$ cat src/rtl/ctl_pkg.sv
package ctl_pkg;
  parameter int OP_W  = 6;
  parameter int FN_W  = 6;
  parameter int ST_W  = 4;
  parameter int AF_W  = 3;
  parameter int SRC_W = 2;
  localparam int CNT_W = 3;

  typedef enum logic [ST_W-1:0] {
    S_FETCH  = 4'd0,
    S_DECODE = 4'd1,
    S_EX_ALU = 4'd2,
    S_WB_ALU = 4'd3,
    S_EX_ORI = 4'd4,
    S_WB_ORI = 4'd5,
    S_EX_LW  = 4'd6,
    S_MEM_LW = 4'd7,
    S_WB_LW  = 4'd8,
    S_EX_SW  = 4'd9,
    S_MEM_SW = 4'd10,
    S_EX_BEQ = 4'd11
  } state_t;

  typedef enum logic [2:0] {
    C_ALU = 3'd0, C_ORI = 3'd1, C_LW = 3'd2, C_SW = 3'd3, C_BEQ = 3'd4, C_BAD = 3'd5
  } iclass_t;

  typedef enum logic [AF_W-1:0] {
    F_ADD = 3'd0, F_SUB = 3'd1, F_AND = 3'd2, F_OR = 3'd3, F_SLT = 3'd4
  } alufn_t;

  localparam logic [SRC_W-1:0] SRC_REG = 2'd0;
  localparam logic [SRC_W-1:0] SRC_ZX  = 2'd1;
  localparam logic [SRC_W-1:0] SRC_SX  = 2'd2;

  localparam logic [OP_W-1:0] OP_RTYPE = 6'h00;
  localparam logic [OP_W-1:0] OP_ORI   = 6'h0D;
  localparam logic [OP_W-1:0] OP_LW    = 6'h23;
  localparam logic [OP_W-1:0] OP_SW    = 6'h2B;
  localparam logic [OP_W-1:0] OP_BEQ   = 6'h04;

  localparam logic [FN_W-1:0] FN_ADD = 6'h20;
  localparam logic [FN_W-1:0] FN_SUB = 6'h22;
  localparam logic [FN_W-1:0] FN_AND = 6'h24;
  localparam logic [FN_W-1:0] FN_OR  = 6'h25;
  localparam logic [FN_W-1:0] FN_SLT = 6'h2A;

  typedef struct packed {
    logic              imem_rd;
    logic              ir_en;
    logic              a_en;
    logic              b_en;
    logic              s_en;
    alufn_t            alu_fn;
    logic [SRC_W-1:0]  alu_src;
    logic              dmem_rd;
    logic              m_en;
    logic              dmem_wr;
    logic              reg_wr;
    logic              reg_dst;
    logic              wb_sel;
    logic              pc_sel;
    logic              pc_inc;
    logic              br_en;
  } ctl_t;

  // {supported, code} for a register-register function field
  function automatic logic [AF_W:0] funct_decode(input logic [FN_W-1:0] fn);
    case (fn)
      FN_ADD:  return {1'b1, F_ADD};
      FN_SUB:  return {1'b1, F_SUB};
      FN_AND:  return {1'b1, F_AND};
      FN_OR:   return {1'b1, F_OR};
      FN_SLT:  return {1'b1, F_SLT};
      default: return {1'b0, F_ADD};
    endcase
  endfunction

  function automatic iclass_t class_of(input logic [OP_W-1:0] op, input logic fn_ok);
    case (op)
      OP_RTYPE: return fn_ok ? C_ALU : C_BAD;
      OP_ORI:   return C_ORI;
      OP_LW:    return C_LW;
      OP_SW:    return C_SW;
      OP_BEQ:   return C_BEQ;
      default:  return C_BAD;
    endcase
  endfunction

  function automatic state_t exec_entry(input iclass_t c);
    case (c)
      C_ALU:   return S_EX_ALU;
      C_ORI:   return S_EX_ORI;
      C_LW:    return S_EX_LW;
      C_SW:    return S_EX_SW;
      C_BEQ:   return S_EX_BEQ;
      default: return S_FETCH;
    endcase
  endfunction

  function automatic logic [CNT_W-1:0] cycles_of(input iclass_t c);
    case (c)
      C_ALU, C_ORI, C_SW: return 3'd4;
      C_LW:               return 3'd5;
      C_BEQ:              return 3'd3;
      default:            return 3'd2;
    endcase
  endfunction
endpackage

$ cat src/rtl/ctl_decode.sv
module ctl_decode
  import ctl_pkg::*;
(
  input  logic [OP_W-1:0] opcode,
  input  logic [FN_W-1:0] funct,
  output iclass_t         cls,
  output alufn_t          rfn,
  output logic            bad
);
  logic [AF_W:0] fdec;

  always_comb begin
    fdec = funct_decode(funct);
    rfn  = alufn_t'(fdec[AF_W-1:0]);
    cls  = class_of(opcode, fdec[AF_W]);
    bad  = (cls == C_BAD);
  end
endmodule

$ cat src/rtl/ctl_next.sv
module ctl_next
  import ctl_pkg::*;
(
  input  logic    clk,
  input  logic    rst,
  input  state_t  st,
  input  iclass_t cls,
  input  logic    bad,
  output state_t  nxt
);
  always_comb begin
    case (st)
      S_FETCH:  nxt = S_DECODE;
      S_DECODE: nxt = exec_entry(cls);
      S_EX_ALU: nxt = S_WB_ALU;
      S_EX_ORI: nxt = S_WB_ORI;
      S_EX_LW:  nxt = S_MEM_LW;
      S_MEM_LW: nxt = S_WB_LW;
      S_EX_SW:  nxt = S_MEM_SW;
      default:  nxt = S_FETCH;
    endcase
  end

  p_bad_returns_r8: assert property (@(posedge clk) disable iff (rst)
    (st == S_DECODE && bad) |-> (nxt == S_FETCH));
  p_beq_short_r7: assert property (@(posedge clk) disable iff (rst)
    (st == S_EX_BEQ) |-> (nxt == S_FETCH));
  p_lw_mem_wb_r5: assert property (@(posedge clk) disable iff (rst)
    (st == S_MEM_LW) |-> (nxt == S_WB_LW));
endmodule

$ cat src/rtl/ctl_points.sv
module ctl_points
  import ctl_pkg::*;
(
  input  state_t st,
  input  alufn_t alu_q,
  output ctl_t   ctl
);
  always_comb begin
    ctl = '0;
    case (st)
      S_FETCH: begin
        ctl.imem_rd = 1'b1;
        ctl.ir_en   = 1'b1;
      end
      S_DECODE: begin
        ctl.a_en   = 1'b1;
        ctl.b_en   = 1'b1;
        ctl.pc_inc = 1'b1;
      end
      S_EX_ALU: begin
        ctl.s_en    = 1'b1;
        ctl.alu_fn  = alu_q;
        ctl.alu_src = SRC_REG;
      end
      S_EX_ORI: begin
        ctl.s_en    = 1'b1;
        ctl.alu_fn  = F_OR;
        ctl.alu_src = SRC_ZX;
      end
      S_EX_LW, S_EX_SW: begin
        ctl.s_en    = 1'b1;
        ctl.alu_fn  = F_ADD;
        ctl.alu_src = SRC_SX;
      end
      S_MEM_LW: begin
        ctl.dmem_rd = 1'b1;
        ctl.m_en    = 1'b1;
      end
      S_MEM_SW: ctl.dmem_wr = 1'b1;
      S_WB_ALU: begin
        ctl.reg_wr  = 1'b1;
        ctl.reg_dst = 1'b1;
      end
      S_WB_ORI: ctl.reg_wr = 1'b1;
      S_WB_LW: begin
        ctl.reg_wr = 1'b1;
        ctl.wb_sel = 1'b1;
      end
      S_EX_BEQ: begin
        ctl.alu_fn  = F_SUB;
        ctl.alu_src = SRC_REG;
        ctl.pc_sel  = 1'b1;
        ctl.br_en   = 1'b1;
      end
      default: ctl = '0;
    endcase
  end
endmodule

$ cat src/rtl/ctl_multicycle.sv
module ctl_multicycle
  import ctl_pkg::*;
(
  input  logic             clk,
  input  logic             rst,
  input  logic [OP_W-1:0]  opcode,
  input  logic [FN_W-1:0]  funct,
  input  logic             equal,
  output logic             imem_rd,
  output logic             ir_en,
  output logic             a_en,
  output logic             b_en,
  output logic             s_en,
  output logic [AF_W-1:0] alu_fn,
  output logic [SRC_W-1:0] alu_src,
  output logic             dmem_rd,
  output logic             m_en,
  output logic             dmem_wr,
  output logic             reg_wr,
  output logic             reg_dst,
  output logic             wb_sel,
  output logic             pc_sel,
  output logic             pc_load,
  output logic [ST_W-1:0]  state_o
);
  state_t  st, nxt;
  iclass_t cls, cls_q;
  alufn_t  rfn, alu_q;
  logic    bad;
  ctl_t    ctl;
  logic [CNT_W-1:0] cnt;
  logic    instr_end;

  ctl_decode u_dec (.opcode(opcode), .funct(funct), .cls(cls), .rfn(rfn), .bad(bad));
  ctl_next   u_nxt (.clk(clk), .rst(rst), .st(st), .cls(cls), .bad(bad), .nxt(nxt));
  ctl_points u_pts (.st(st), .alu_q(alu_q), .ctl(ctl));

  always_ff @(posedge clk) begin
    if (rst) begin
      st    <= S_FETCH;
      alu_q <= F_ADD;
      cls_q <= C_BAD;
      cnt   <= '0;
    end else begin
      st  <= nxt;
      cnt <= (nxt == S_FETCH) ? '0 : cnt + 1'b1;
      if (st == S_DECODE) begin
        alu_q <= rfn;
        cls_q <= cls;
      end
    end
  end

  assign instr_end = (st != S_FETCH) && (nxt == S_FETCH);

  assign imem_rd = ctl.imem_rd;
  assign ir_en   = ctl.ir_en;
  assign a_en    = ctl.a_en;
  assign b_en    = ctl.b_en;
  assign s_en    = ctl.s_en;
  assign alu_fn  = ctl.alu_fn;
  assign alu_src = ctl.alu_src;
  assign dmem_rd = ctl.dmem_rd;
  assign m_en    = ctl.m_en;
  assign dmem_wr = ctl.dmem_wr;
  assign reg_wr  = ctl.reg_wr;
  assign reg_dst = ctl.reg_dst;
  assign wb_sel  = ctl.wb_sel;
  assign pc_sel  = ctl.pc_sel;
  assign pc_load = ctl.pc_inc | (ctl.br_en & equal);
  assign state_o = st;

  p_reset_fetch_r1: assert property (@(posedge clk) rst |=> (st == S_FETCH));
  p_decode_follows_r2: assert property (@(posedge clk) disable iff (rst)
    (st == S_FETCH) |=> (st == S_DECODE));
  p_alu_held_r3: assert property (@(posedge clk) disable iff (rst)
    (st != S_DECODE) |=> $stable(alu_q));
  p_pc_load_src_r7: assert property (@(posedge clk) disable iff (rst)
    pc_load |-> (st == S_DECODE || (st == S_EX_BEQ && equal)));
  p_one_write_r9: assert property (@(posedge clk) disable iff (rst)
    $countones({reg_wr, dmem_wr, ir_en, m_en}) <= 1);
  p_cycle_count_r10: assert property (@(posedge clk) disable iff (rst)
    (instr_end && st != S_DECODE) |-> (cnt + 1'b1 == cycles_of(cls_q)));
endmodule

$ cat config.mk
export PLATFORM = sky130hd
export DESIGN_NAME = ctl_multicycle
export DESIGN_NICKNAME = d
export VERILOG_FILES = /design/src/rtl/ctl_pkg.sv /design/src/rtl/ctl_decode.sv /design/src/rtl/ctl_next.sv /design/src/rtl/ctl_points.sv /design/src/rtl/ctl_multicycle.sv
export SDC_FILE = /design/constraint.sdc
export NUM_CORES = 1
export LEC_CHECK = 0
export ABC_AREA = 1
export BUFFER_PORTS_ARGS = -buffer_cell sky130_fd_sc_hd__buf_4
export CORE_MARGIN = 2
export CORE_UTILIZATION = 39
export DETAILED_ROUTE_END_ITERATION = 8
export GPL_TIMING_DRIVEN = 1
export PLACE_DENSITY = 0.79
export SKIP_CTS_REPAIR_TIMING = 1
export SYNTH_ARGS = -nofsm -noshare
export SYNTH_HDL_FRONTEND = slang
export SYNTH_SLANG_ARGS = --single-unit
$ cat constraint.sdc
create_clock -name clk -period 2.82 [get_ports clk]
set_input_delay 0.564 -clock clk [delete_from_list [all_inputs] [get_ports clk]]
set_output_delay 0.564 -clock clk [all_outputs]
set_load 0.01 [all_outputs]
==> impl_metrics.ini, run 1 <==
[outcome]
status = complete, no violations

[routing]
dr.pass1.iters = 4
drt_iter0_markers = 11
viasPerCell = 4.90
dr_wl_met2_um = 712
route.detailed.drc = 0
totalWireLength_mm = 1.46
top_layer_used = met4
vias = 765
wl_per_cell_um = 9.38
ant_nets = 0
wl_met3_um = 135
wl_met1_um = 569

[hold_path]
hold_path_class = in -> reg
holdCritStartpoint = rst
min_to = state_o[1]
hold_depth = 2

[synthesis]
yosysTopAreaCellShare_pct = 23.0
synth_area_leader_cell = dfxtp_1
synthMuxAreaShare_pct = 0
synthSimpleGateAreaFrac_pct = 42.6
synth_adder_area_share_pct = 0
synth.avg_cell_area_sq_um = 5.90
synth_edf_count = 0
ys_seq_area_share_pct = 23.0
synthXorXnorAreaFrac_pct = 0
async_flop_share_pct = 0
synth.area.top_cells = dfxtp_1 (23%), nor2_1 (15%), inv_1 (14%)
synth.yosys.warnings = 0
synth.distinct_cells = 21
ys_ff_latch = 7
syn_area_sq_um = 608
synth_top_family_by_area = simple AND/OR/NAND/NOR gates
syn_nets = 118
postSynthCellCount = 103
synth_compound_area_share_pct = 15.8
synth_commonest_cells = nor2_1 (25), inv_1 (23), nand2_1 (11)
synth_most_common_cell = nor2_1
synth_flop_cell = dfxtp_1

[setup_path]
critical_path_class = reg -> out
critPathRequiredTime_ns = 2.26
startpoint_type = register
r2r-start = state_o[2]
r2r_cells = 7
worst_ep_arrival_time_ns = 1.39
path_max_fanout = 5
r2r_end = state_o[0]
end_kind = primary output
rrSetupSlack_ns = 1.67

[place]
place_hpwl_mm = 1.26
port_buffers = 36
place_congestion = 0.909

[timing]
worst_pin_slew_ns = 0.325
fin_skew_ns = 0.00562
setup_violations = 0
fin_crit_ns = 1.96
fmax_mhz = 510
slew_headroom_pct = 78.3
final-hold-violation-count = 0
post-route-period-util_pct = 69.5
slew_viol_final = 0
fin_setup_tns_ns = 0
rsz0062_at_grt = no

[final_layout]
syn_to_final_growth_pct = 48.4
multiInputGateArea_sq_um = 355
final_util_pct = 60.6
ff_latch_area_sq_um = 140
antenna_cells = 0
fill_cells = 156
nets = 156
drive_gt1_share_pct = 33.6

[global_routing]
grt_overflow = 0
grtUsageTotal_pct = 17.0
grt_pass1_wl_mm = 2.42
antenna_found_initial = 0
grt_pass1_vias = 635
grt_max_degree = 12

[pwr]
powerDensity_mw_per_mm2 = 308
ir_drop_v = 0.000173
leakagePower_nw = 0.489

[cts]
cts-buffers-inserted = 3
clk_path_buf_depth = 2
cts-root-buf = clkbuf_4
cts.sinks = 7
htreeDepth = 1
clk_latency_ns = 0.25
cts_tree = done
cts.reportedPaths.clkPinSlew_ns = 0.05

[die]
core_sq_mm = 0.00149
dieArea_sq_mm = 0.00189
io_pins = 37
die_y_um = 43.5
start_util_pct = 40.8
die_x_um = 43.5
rows = 14

[run]
cap_violations = 0
area by class of cell:
type / instances / share of cell area, %
multi-input cells: 69 / 39.4
well taps: 16 / 2.22
repair buffers: 36 / 30.0
inverters: 24 / 9.99
clock buffers: 4 / 2.91
flip-flops and latches: 7 / 15.5
how the worst max path moves through the flow:
stage,startpoint,to,slack [ns],depth (start not counted)
6_report,state_o[2],alu_fn[0],0.86,5
5_1_grt,state_o[2],reg_wr,0.73,6
4_1_cts,state_o[2],alu_fn[0],0.85,5
3_5_place_dp,state_o[2],alu_fn[0],1.12,5
3_3_place_gp,state_o[2],alu_fn[0],1.14,5
2_1_floorplan,state_o[0],pc_load,1.18,4
flip-flops by register name, summed over array words and instances (netlist names):
name,count
state_o,4
alu_q,3
report_power, final:
part	switching [mW]	leakage (nW)	internal, mW
sequential	0.00550	0.0573	0.105
combinational	0.0409	0.416	0.0383
clock	0.0343	0.0150	0.0538
total	0.0807	0.489	0.197
critical path, cell delays in order (launching register included):
cell and delay (ns):
dfxtp_1 0.36, nor2_1 0.05, inv_1 0.25, nor2_4 0.09, a211o_1 0.26, buf_4 0.14
kinds of logic after synthesis:
| group | after synthesis |
|---|---|
| AO/OA/AOI/OAI | 15 |
| buffers and inverters | 27 |
| flip-flops | 7 |
| AND/OR/NAND/NOR | 54 |
cell usage in the layout, fill, tap and decap left out, types with 3 or more instances in the layout:
cell | synthesis | routed
nor2_1 | 25 | 25
a21oi_1 | 4 | 4
nand3_1 | 10 | 10
o21ai_0 | 5 | 5
inv_1 | 23 | 23
clkbuf_4 | 0 | 3
nand4_1 | 3 | 3
nand2_1 | 11 | 11
buf_4 | 3 | 36
dfxtp_1 | 7 | 7
metrics by stage:
step / total power, mW / hold slack, ns / std cells / instance area (sq um) / worst slack [ns]
after floorplan: 0.155 / 0.468 / 103 / 608 / 1.18
after global placement: 0.189 / 0.489 / 152 / 876 / 1.14
after detailed placement: 0.192 / 0.506 / 152 / 876 / 1.12
after CTS: 0.281 / 0.487 / 156 / 902 / 0.852
after global routing: 0.297 / 0.497 / 156 / 902 / 0.732
final: 0.278 / 0.497 / 156 / 902 / 0.861
layer usage:
metal | global-route usage, % | vias up
met4 | 12.7 | 0
met3 | 2.92 | 5
met2 | 28.1 | 43
met5 | 0 | -
met1 | 19.5 | 323
li1 | - | 394
Power figures use the tool's default switching activity.
==> inputs of run 2 (changes only) <==
--- a/config.mk
+++ b/config.mk
@@ -5,13 +5,13 @@
 export SDC_FILE = /design/constraint.sdc
 export NUM_CORES = 1
 export LEC_CHECK = 0
-export ABC_AREA = 1
+export ABC_AREA = 0
 export BUFFER_PORTS_ARGS = -buffer_cell sky130_fd_sc_hd__buf_4
 export CORE_MARGIN = 2
-export CORE_UTILIZATION = 39
+export CORE_UTILIZATION = 38
 export DETAILED_ROUTE_END_ITERATION = 8
 export GPL_TIMING_DRIVEN = 1
-export PLACE_DENSITY = 0.79
+export PLACE_DENSITY = 0.78
 export SKIP_CTS_REPAIR_TIMING = 1
 export SYNTH_ARGS = -nofsm -noshare
 export SYNTH_HDL_FRONTEND = slang
==> constraint.sdc (replaced) <==
create_clock -name clk -period 1.6 [get_ports clk]
set_input_delay 0.32 -clock clk [delete_from_list [all_inputs] [get_ports clk]]
set_output_delay 0.32 -clock clk [all_outputs]
set_load 0.01 [all_outputs]
==> run 2 against run 1 <==
  * The flow now finishes with violations (setup timing)
  * Flip-flop and latch count unchanged
  * Count of clock-buffer cells in the layout unchanged
  * Global-route usage increased by 2.0 points
  * Core utilization increased by 9.2 points
  * Worst setup slack got worse by 0.97 ns
  * Largest cell class unchanged
  * Largest power group is now combinational cells
==> impl_metrics.ini, run 2 <==
[synthesis]
syn_area_sq_um = 649
synth_area_leader_cell = dfxtp_1
synth.area.top_cells = dfxtp_1 (22%), nor2_1 (8.7%), nor3_1 (6.2%)
postSynthCellCount = 93
synth.distinct_cells = 34
yosysTopAreaCellShare_pct = 21.6
ys_ff_latch = 7
synth.avg_cell_area_sq_um = 6.98
async_flop_share_pct = 0
synth.yosys.warnings = 0
syn_nets = 108
synth_most_common_cell = nor2_1
synth_flop_cell = dfxtp_1
synth_edf_count = 0
synth_commonest_cells = nor2_1 (15), nand2_1 (9), nor3_1 (8)
ys_seq_area_share_pct = 21.6

[place]
place_congestion = 0.784
port_buffers = 36
post-place-ws_ns = 0.0601
place_hpwl_mm = 1.49

[setup_path]
critPathRequiredTime_ns = 1.28
path_max_fanout = 11
cpMostUsedCell = buf_4
path_buf_inv = 2
crit_path_cell_trace = buf_4 > or2b_4 > o21ai_2 > buf_4
worst_path_max_delay_cell = dfxtp_2
r2r_end = state_o[3]
cp_slowest_stage_delay_ns = 0.32
startpoint_type = register
cp_top_family = buffers and inverters
rrSetupSlack_ns = 0.03
crit_cells = 4
r2r-start = state_o[3]
cp-endpoint = alu_src[1]
r2r_cells = 5
end_kind = primary output
crit_start = state_o[3]
worst_ep_arrival_time_ns = 1.39
critical_path_class = reg -> out

[final_layout]
ff_latch_area_sq_um = 148
drive_gt1_share_pct = 59.4
final_cell_mix = buf_4 (42), nor2_1 (12), nand2_1 (7)
antenna_cells = 0
multiInputGateArea_sq_um = 541
mostFrequentLayoutCell = buf_4
syn_to_final_growth_pct = 67.4
largest_reg_flops = 4
fill_cells = 123
final_util_pct = 69.7
nets = 149

[pwr]
powerDensity_mw_per_mm2 = 500
switching_power_mw = 0.175
seqPwrFrac_pct = 33.9
p_int_mw = 0.369
ir_drop_v = 0.000350
pwr-share-clk_pct = 31.9
sw_frac_of_total_pct = 32.1
power_mw = 0.543
pwr-share-comb_pct = 34.2
leakagePower_nw = 0.503

[timing]
fmax_mhz = 586
setup_violations = 10
slew_headroom_pct = 73.1
fin_crit_ns = 1.71
fin_skew_ns = 0.0124
hold_slack_ns = 0.293
slew_viol_final = 0
rsz0062_at_grt = yes
post-route-period-util_pct = 107
final-hold-violation-count = 0
setup_slack_ns = -0.106
worst_pin_slew_ns = 0.398

[cts]
cts.reportedPaths.clkPinSlew_ns = 0.06
cts.sinks = 7
clk_latency_ns = 0.27
cts-buffers-inserted = 3
cts_tree = done
clk_path_buf_depth = 2
htreeDepth = 1
cts-root-buf = clkbuf_4

[hold_path]
hold_path_class = in -> reg

[global_routing]
grt_pass1_vias = 718
grt_pass1_wl_mm = 2.79
grt_max_degree = 12
grt_overflow = 0
antenna_found_initial = 0
grtUsageTotal_pct = 19.0

[routing]
dr.pass1.iters = 4
drt_iter0_markers = 22
ant_nets = 0
route.detailed.drc = 0
vias = 848
totalWireLength_mm = 2.23
viasPerCell = 5.69
wl_per_cell_um = 15.0

[die]
rows = 14
core_sq_mm = 0.00156
dieArea_sq_mm = 0.00206
die_y_um = 45.3
die_x_um = 45.3
io_pins = 37
start_util_pct = 41.7

[run]
cap_violations = 0

[outcome]
status = finished with violations
violations = setup timing
run 2: changes by cell type in the layout (fill, tap and decap cells not counted), sizes merged, moves of 4 or more:
cell	delta
inv	-22
nor2	-13
nand2b	+5
buf	+9
nand2	-4
nand3	-10
nor3	+10
run 2: area by class of cell:
type / instances / area share [%]
well taps: 16 / 1.84
flip-flops and latches: 7 / 13.6
inverters: 2 / 0.921
clock buffers: 4 / 2.42
repair buffers: 45 / 31.5
multi-input cells: 75 / 49.7
run 2: worst min-delay path by stage:
| stage | slack [ns] | to | depth (start not counted) | start |
|---|---|---|---|---|
| finish | 0.29 | state_o[1] | 2 | rst |
| global route | 0.30 | state_o[1] | 2 | rst |
| CTS | 0.28 | state_o[1] | 2 | rst |
| detailed placement | 0.50 | alu_q[1] | 2 | alu_q[1] |
| global placement | 0.49 | alu_q[1] | 2 | alu_q[1] |
| floorplan | 0.45 | alu_q[1] | 2 | alu_q[1] |
run 2: through the flow:
stage | TNS, ns | instances | area (sq um)
after floorplan | -0.00415 | 93 | 657
after global placement | 0 | 141 | 923
after detailed placement | 0 | 141 | 923
after CTS | -1.59 | 145 | 950
after global routing | -1.37 | 149 | 1090
final | -0.635 | 149 | 1090
run 2: metal layers:
layer,vias up,wire (um),global-route usage (%)
met1,397,864,20.2
met4,0,28,5.29
met3,2,157,7.20
li1,411,-,-
met5,-,0,0
met2,38,1180,34.6
run 2: cell families after synthesis:
family                 Yosys count  synth area share, %
AO/OA/AOI/OAI                   19                 18.5
buffers and inverters           11                 10.6
flip-flops                       7                 21.6
multiplexers                     1                 1.73
AND/OR/NAND/NOR                 55                 47.6
run 2: power by group through the flow:
stage          clock network [mW]  logic (mW)  registers (mW)
2_1_floorplan                   0      0.0840           0.186
3_3_place_gp                    0       0.150           0.186
3_5_place_dp                    0       0.152           0.187
4_1_cts                     0.180       0.153           0.183
5_1_grt                     0.191       0.199           0.185
6_report                    0.173       0.186           0.184
==> inputs of run 3 (changes only) <==
==> constraint.sdc (replaced) <==
create_clock -name clk -period 1.6 [get_ports clk]
set_input_delay 0.32 -clock clk [delete_from_list [all_inputs] [get_ports clk]]
set_output_delay 0.32 -clock clk [all_outputs]
set_load 0.02 [all_outputs]
==> run 3 against run 2 <==
  * The flow still finishes with violations (setup timing)
  * Core utilization down 0.24 points
  * Clock skew decreased by 0.011 ns
  * Critical path depth shrank 1
  * Non-clock buffer count is the same
  * Critical path type unchanged
  * Highest routed layer unchanged
==> impl_metrics.ini, run 3 (same netlist as run 2, synthesis figures left out) <==
[timing]
slew_headroom_pct = 70.1
setup_violations = 11
fmax_mhz = 570
setup_slack_ns = -0.153
rsz0062_at_grt = yes
fin_setup_tns_ns = -0.866
fin_crit_ns = 1.75
post-route-period-util_pct = 110
fin_skew_ns = 0.00165
slew_viol_final = 0
final-hold-violation-count = 0
worst_pin_slew_ns = 0.443

[die]
core_sq_mm = 0.00156
die_x_um = 45.3
rows = 14
die_y_um = 45.3
dieArea_sq_mm = 0.00206
start_util_pct = 41.7
io_pins = 37

[global_routing]
grt_pass1_wl_mm = 2.77
grt_max_degree = 12
grtUsageTotal_pct = 18.5
grt_overflow = 0
antenna_found_initial = 0
grt_pass1_vias = 659

[outcome]
status = finished with violations
violations = setup timing

[setup_path]
worst_path_max_delay_cell = or4b_4
critical_path_class = reg -> out
cp_top_family = simple AND/OR/NAND/NOR gates
worst_ep_arrival_time_ns = 1.43
cp_slowest_stage_delay_ns = 0.58
crit_path_cell_trace = or4b_4 > clkinvlp_4 > buf_6
startpoint_type = register
end_kind = primary output
path_buf_inv = 2
path_max_fanout = 7
critPathRequiredTime_ns = 1.28

[pwr]
ir_drop_v = 0.000508
power_mw = 0.538
powerDensity_mw_per_mm2 = 497
leakagePower_nw = 0.490

[place]
place_hpwl_mm = 1.41
port_buffers = 36
dpl.cell_count = 140
dpl_cell_area_sq_um = 943
place_congestion = 0.884

[run]
cap_violations = 0

[cts]
clk_path_buf_depth = 2
cts.sinks = 7
cts_tree = done
clk_latency_ns = 0.25
cts-root-buf = clkbuf_4
htreeDepth = 1
cts-buffers-inserted = 3
cts.reportedPaths.clkPinSlew_ns = 0.05

[routing]
drt_iter0_markers = 19
wl_per_cell_um = 13.2
totalWireLength_mm = 1.97
dr.pass1.iters = 4
viasPerCell = 5.38
route.detailed.drc = 0
vias = 801
ant_nets = 0

[final_layout]
final_area_sq_mm = 0.00108
syn_to_final_growth_pct = 66.9
nets = 149
fin_cells = 149
antenna_cells = 0
drive_gt1_share_pct = 55.6
largest_reg_flops = 4
final_cell_mix = buf_4 (37), nor2_1 (11), nand2_1 (8)
mostFrequentLayoutCell = buf_4

[hold_path]
hold_path_class = in -> reg
## run 3: changes by cell type in the layout (fill, tap and decap cells not counted), moves of 2 or more
cell     before  now
dfxtp_2       3    1
buf_4        42   37
dfxtp_1       3    5
buf_6         2    6
## run 3: final timing paths
kind / from / endpoint / slack, ns / cells after the start
min reg2reg: alu_q[2] / alu_q[2] / 0.53 / 2
max reg2reg: state_o[2] / alu_q[1] / 0.01 / 5
min: rst / state_o[1] / 0.31 / 2
max: state_o[2] / a_en / -0.15 / 3
## run 3: layout make-up
cell class	count	area (sq um)
multi-input cells	75	526
fillers	133	475
flip-flops and latches	7	145
clock buffers	4	26.3
well taps	16	20.0
inverters	2	11.3
repair buffers	45	355
## run 3: report_power, final
group          switching (mW)  internal (mW)  total, mW
Combinational           0.102         0.0913      0.194
Sequential            0.00319          0.177      0.180
Clock                  0.0689         0.0954      0.164
Total                   0.174          0.364      0.538
## run 3: per-stage QoR
stage               hold WS [ns]  util, %  setup slack, ns
floorplan                  0.454        -          -0.0881
global placement           0.488     60.5            0.107
detailed placement         0.491     60.5           0.0963
CTS                        0.287     62.2           -0.186
global route               0.308     69.5           -0.204
finish                     0.309     69.5           -0.153
## run 3: layer usage
layer / global-route usage, % / up-vias / routed length (um)
met4: 3.53 / 0 / 8
li1: - / 411 / -
met1: 23.1 / 364 / 793
met2: 32.0 / 22 / 1080
met5: 0 / - / 0
met3: 4.80 / 4 / 84
